<file path="src/rtl/baud_sel_pkg.sv">
package baud_sel_pkg;

  // Rate of table entry idx: two geometric runs of doublings.
  function automatic int rate_of(input int idx, input int lo_rate,
                                 input int lo_count, input int hi_rate);
    if (idx < lo_count) return lo_rate << idx;
    return hi_rate << (idx - lo_count);
  endfunction

  // Nearest-integer division with a floor of one.
  function automatic int round_div(input int num, input int den);
    int q;
    q = (num + den / 2) / den;
    return (q < 1) ? 1 : q;
  endfunction

  // Active-high segment code, bit0 = a ... bit6 = g.
  function automatic logic [6:0] seg7(input int digit);
    case (digit)
      0: return 7'h3F;
      1: return 7'h06;
      2: return 7'h5B;
      3: return 7'h4F;
      4: return 7'h66;
      5: return 7'h6D;
      6: return 7'h7D;
      7: return 7'h07;
      8: return 7'h7F;
      9: return 7'h6F;
      default: return 7'h00;
    endcase
  endfunction

endpackage

</file>
<file path="src/rtl/btn_edge.sv">
module btn_edge #(
  parameter int STAGES = 2
) (
  input  logic clk,
  input  logic rst_n,
  input  logic btn_n,
  output logic press
);
  logic [STAGES:0] sh;

  always_ff @(posedge clk or negedge rst_n) begin
    if (!rst_n) sh <= '1;
    else        sh <= {sh[STAGES-1:0], btn_n};
  end

  // Released in the older stage, pressed in the newer one.
  assign press = sh[STAGES] & ~sh[STAGES-1];
endmodule

</file>
<file path="src/rtl/rate_div.sv">
module rate_div #(
  parameter int DIV_W = 16
) (
  input  logic             clk,
  input  logic             rst_n,
  input  logic             restart,
  input  logic [DIV_W-1:0] div,
  output logic             tick,
  output logic             level
);
  logic [DIV_W-1:0] cnt;
  logic [DIV_W-1:0] last;
  logic [DIV_W-1:0] high_len;

  assign last     = div - DIV_W'(1);
  assign high_len = div - (div >> 1);

  always_ff @(posedge clk or negedge rst_n) begin
    if (!rst_n)                   cnt <= '0;
    else if (restart || cnt >= last) cnt <= '0;
    else                          cnt <= cnt + DIV_W'(1);
  end

  assign tick  = (cnt == last);
  assign level = (cnt < high_len);
endmodule

</file>
<file path="src/rtl/baud_sel.sv">
module baud_sel #(
  parameter int CLK_HZ      = 50_000_000,
  parameter int NUM_RATES   = 10,
  parameter int LO_RATE     = 2400,
  parameter int LO_COUNT    = 5,
  parameter int HI_RATE     = 57600,
  parameter int OS_FACTOR   = 16,
  parameter int SYNC_STAGES = 2
) (
  input  logic       clk,
  input  logic       rst_n,
  input  logic       step_btn_n,
  input  logic       home_btn_n,
  input  logic       mon_en,
  output logic       bit_tick,
  output logic       os_tick,
  output logic       mon_clk,
  output logic [3:0] sel_idx,
  output logic [6:0] seg_ones,
  output logic [6:0] seg_tens
);
  import baud_sel_pkg::*;

  localparam int IDX_W = 4;
  localparam int DIV_W = $clog2(CLK_HZ / LO_RATE + 2);
  localparam logic [IDX_W-1:0] LAST_IDX = IDX_W'(NUM_RATES - 1);

  // Named events for the checker.
  logic step_evt;
  logic home_evt;
  logic sel_chg;
  logic [IDX_W-1:0] idx_q;

  btn_edge #(.STAGES(SYNC_STAGES)) u_step (
    .clk(clk), .rst_n(rst_n), .btn_n(step_btn_n), .press(step_evt));
  btn_edge #(.STAGES(SYNC_STAGES)) u_home (
    .clk(clk), .rst_n(rst_n), .btn_n(home_btn_n), .press(home_evt));

  always_ff @(posedge clk or negedge rst_n) begin
    if (!rst_n) begin
      idx_q   <= '0;
      sel_chg <= 1'b0;
    end else begin
      sel_chg <= step_evt | home_evt;
      if (home_evt)      idx_q <= '0;
      else if (step_evt) idx_q <= (idx_q == LAST_IDX) ? '0 : idx_q + IDX_W'(1);
    end
  end

  // Divisor tables, computed at elaboration.
  logic [DIV_W-1:0] bit_tab [NUM_RATES];
  logic [DIV_W-1:0] os_tab  [NUM_RATES];
  for (genvar g = 0; g < NUM_RATES; g++) begin : g_tab
    localparam int RATE = rate_of(g, LO_RATE, LO_COUNT, HI_RATE);
    assign bit_tab[g] = DIV_W'(round_div(CLK_HZ, RATE));
    assign os_tab[g]  = DIV_W'(round_div(CLK_HZ, OS_FACTOR * RATE));
  end

  logic [DIV_W-1:0] bit_div;
  logic [DIV_W-1:0] os_div;
  always_comb begin
    bit_div = bit_tab[0];
    os_div  = os_tab[0];
    for (int i = 0; i < NUM_RATES; i++) begin
      if (idx_q == IDX_W'(i)) begin
        bit_div = bit_tab[i];
        os_div  = os_tab[i];
      end
    end
  end

  logic rate_level;
  logic os_level_unused;

  rate_div #(.DIV_W(DIV_W)) u_bit (
    .clk(clk), .rst_n(rst_n), .restart(sel_chg), .div(bit_div),
    .tick(bit_tick), .level(rate_level));
  rate_div #(.DIV_W(DIV_W)) u_os (
    .clk(clk), .rst_n(rst_n), .restart(sel_chg), .div(os_div),
    .tick(os_tick), .level(os_level_unused));

  assign mon_clk = mon_en & rate_level;

  // Ordinal display.
  int ordinal;
  always_comb begin
    ordinal  = int'(idx_q) + 1;
    seg_ones = seg7(ordinal % 10);
    seg_tens = (ordinal / 10 == 0) ? 7'h00 : seg7(ordinal / 10);
  end

  assign sel_idx = idx_q;
endmodule

</file>
<file path="config.mk">
export PLATFORM = sky130hd
export DESIGN_NAME = baud_sel
export DESIGN_NICKNAME = d
export VERILOG_FILES = /design/src/rtl/baud_sel_pkg.sv /design/src/rtl/btn_edge.sv /design/src/rtl/rate_div.sv /design/src/rtl/baud_sel.sv
export SDC_FILE = /design/constraint.sdc
export NUM_CORES = 1
export LEC_CHECK = 0
export ABC_AREA = 0
export BUFFER_PORTS_ARGS = -buffer_cell sky130_fd_sc_hd__buf_2
export CAP_MARGIN = 20
export CORE_ASPECT_RATIO = 0.6
export CORE_UTILIZATION = 65
export CTS_CLUSTER_SIZE = 14
export DETAILED_ROUTE_END_ITERATION = 16
export PLACE_DENSITY = 0.82
export SLEW_MARGIN = 10
export SYNTH_ARGS = -nofsm -noshare
export SYNTH_HDL_FRONTEND = slang
export SYNTH_SLANG_ARGS = --single-unit
</file>
<file path="constraint.sdc">
create_clock -name clk -period 8.2 [get_ports clk]
set_input_delay 0.41 -clock clk [delete_from_list [all_inputs] [get_ports clk]]
set_output_delay 0.41 -clock clk [all_outputs]
set_load 0.02 [all_outputs]
</file>
==> results.yml <==
critical_path:
  cp-end-kind: "output port"
  worst_setup_path_start_kind: "flip-flop"
  path_buf_inv: 2
  crit_type: "reg -> out"
  cp.depth: 17
  crit_start: "sel_idx[0]"
  path_cells: "ha_1 -> buf_4 -> nor2b_1 -> a21oi_1 -> o21ai_0 -> ha_1 -> nor3b_1 -> o21ai_0 -> a21oi_1 -> o41ai_2 -> or4b_2 -> nand3_1 -> ha_1 -> nand4_1 -> o2111ai_1 -> a21oi_1 -> buf_2"
  crit_slowest_cell: "o21ai_0"
  ff2ff_path_depth: 20
  cp_max_fo: 35
  worstPathRequired_ns: 7.79
  rr_startpoint: "sel_idx[0]"
  crit_arrival_ns: 5.51
  cpPeakStageDelay_ns: 0.81
  crit_family: "compound AO/OA/AOI/OAI gates"
timing:
  setup_viol: 0
  tightest_slew_ns: 1.06
  fin_crit_sh: 0.722
  max_freq_mhz: 169
  whs_ns: 0.216
  fin_skew_ns: 0.0121
  grt_setup_unrepaired: "false"
  hold_viol: 0
  drv_slew: 0
  timing.slew.headroom: 0.283
  setup_tns_ns: 0
  finalCriticalPeriod_ns: 5.92
global_routing:
  grt_pass1_vias: 4204
  antenna_found_initial: 0
  grt_pass1_wl_mm: 19.5
  gr-total-overflow: 0
  track_usage: 0.298
  grt_max_degree: 42
synthesis:
  syn_inst: 631
  netlist_top_cells_count: "ha_1 (95), nor2_1 (67), a21oi_1 (52)"
  synth_nets: 732
  synth_edf_count: 0
  yosysUniqueCellTypes: 67
  synth.top_cells.by_area: "ha_1 (23%), dfrtp_1 (17%), xnor2_1 (5.8%), a21oi_1 (5.1%), nor2_1 (4.9%)"
  yosysMostFrequentCell: "ha_1"
  ys.flop_type: "dfrtp_1"
  ys_ff_latch: 41
  ys_seq_area_frac: 0.202
  avgSynthCellArea_sq_um: 8.11
  netlist_area_sq_um: 5120
  synth_top_area_cell: "ha_1"
  yosysTopAreaCellShare: 0.232
  async_flop_share: 1.00
  yosys_warnings: 0
clock_network:
  post_cts_buffers: 0
  cts-resized-gates: 0
  clock_latency_ns: 0.30
  htree_levels: 2
  cts_tree: "built"
  clock-sinks: 41
  cts_root_buf: "clkbuf_16"
  clockBufferDepth: 2
  cts_buffers: 5
  path_clk_slew_ns: 0.06
  ctsHoldBuffers: 0
floorplanning:
  placementRows: 24
  die_y_um: 70.7
  design.core.area_sq_um: 7450
  start_util: 0.687
  die-area_sq_um: 8240
  ios: 26
  fp.dieW_um: 117
finish:
  nNetsFinal: 742
  final_cells: 746
  area_growth_pct: 5.70
  antenna_cells: 0
  drive_gt1_frac: 0.0888
pwr:
  p_leak_nw: 2.62
  irDropWorstVdd_uv: 121
  power_mw: 1.07
  cellPowerDensity_nw_per_um2: 197
route:
  dr_wl_met2_mm: 5.38
  highest_layer: "met4"
  drc: 0
  vias_per_cell: 6.07
  drt-met1-wl_mm: 5.80
  ant_nets: 0
  vias: 4531
  drt_iter0_drc: 405
  wl_mm: 11.9
  wl_per_cell_um: 16.0
  wl_met3_um: 602
  firstDrtPassIters: 5
run_status:
  outcome: "finished, final reports clean"
place:
  dp_hpwl_mm: 9.39
  gp_congestion: 0.902
  io_buffers: 24
  dp_cells: 738
flow_run:
  max_cap_violations: 0
hold_path:
  hold_depth: 1
  hold_path_class: "in -> reg"
  min_from: "step_btn_n"
==> registers in the layout, summed over array words and instances, names as in the netlist <==
name,flops
u_bit.cnt,15
u_os.cnt,15
sel_idx,4
u_home.sh,3
u_step.sh,3
sel_chg,1
==> worst reg2reg max path, delay by kind of cell (launching register included) <==
kind	cells	cell delay, ns
AOI/OAI and AO/OA	10	2.56
and+or+nand+nor	6	1.26
adders and majority gates	3	0.86
DFF	1	0.64
buffers and inverters	1	0.30
==> routing by layer <==
| metal | up-vias | global-route usage |
|---|---|---|
| met5 | - | 0 |
| met4 | 0 | 0.0520 |
| met3 | 18 | 0.0574 |
| met2 | 116 | 0.482 |
| met1 | 2173 | 0.419 |
| li1 | 2224 | - |
==> worst paths after layout <==
check                      slack [ns]            to
hold reg to reg                  0.36  u_home.sh[1]
hold / removal                   0.22  u_step.sh[0]
setup reg to reg                 2.46  u_bit.cnt[4]
max in group asynchronous        7.36    sel_idx[3]
setup / recovery                 2.28       mon_clk
min in group asynchronous        0.25  u_bit.cnt[4]
==> layout make-up <==
cell class | instances | area [sq um]
timing repair buffer | 27 | 143
fill | 579 | 2040
multi-input combinational | 522 | 3790
tap | 104 | 130
sequential | 41 | 1030
inverter | 44 | 165
clock buffer | 5 | 125
clock inverter | 3 | 22.5
==> cell families after synthesis <==
kind of cell,after synthesis,synth area share
compound gates,150,0.190
xor+xnor,56,0.0958
fa+ha+maj,96,0.236
buf+inv,68,0.0575
flops,41,0.202
mux,5,0.0110
other cells,1,0.000733
simple gates,214,0.207
==> cell usage in the layout, fill, tap and decap left out, types with 3 or more instances in the layout <==
master / count
a31oi_1: 4
a21boi_0: 5
nand4_1: 13
nand2_1: 38
a21o_1: 13
nor2b_1: 18
mux2i_1: 3
nor3_1: 6
nand2b_1: 19
dfstp_2: 6
o21bai_1: 7
o21ai_0: 30
a21bo_2: 3
xnor2_1: 34
a211oi_1: 3
nor2_1: 67
a21oi_1: 52
inv_1: 44
and3_1: 10
nand3_1: 20
xor2_1: 22
clkbuf_16: 5
dfrtp_1: 35
buf_4: 3
buf_2: 24
and2_1: 4
or2_2: 3
ha_1: 95
nor4_1: 5
o21a_1: 3
==> through the flow <==
stage | util | instance area, sq um | worst slack (ns)
after detailed placement | 0.706 | 5260 | 2.61
after global placement | 0.706 | 5260 | 3.02
after global routing | 0.726 | 5410 | 1.84
after CTS | 0.726 | 5410 | 2.30
final | 0.726 | 5410 | 2.28
after floorplan | - | 5120 | 2.82
==> report_power, final <==
part           internal (mW)  switching, mW
combinational          0.256          0.379
clock                  0.113         0.0890
sequential             0.212         0.0167
Power figures use the tool's default switching activity.
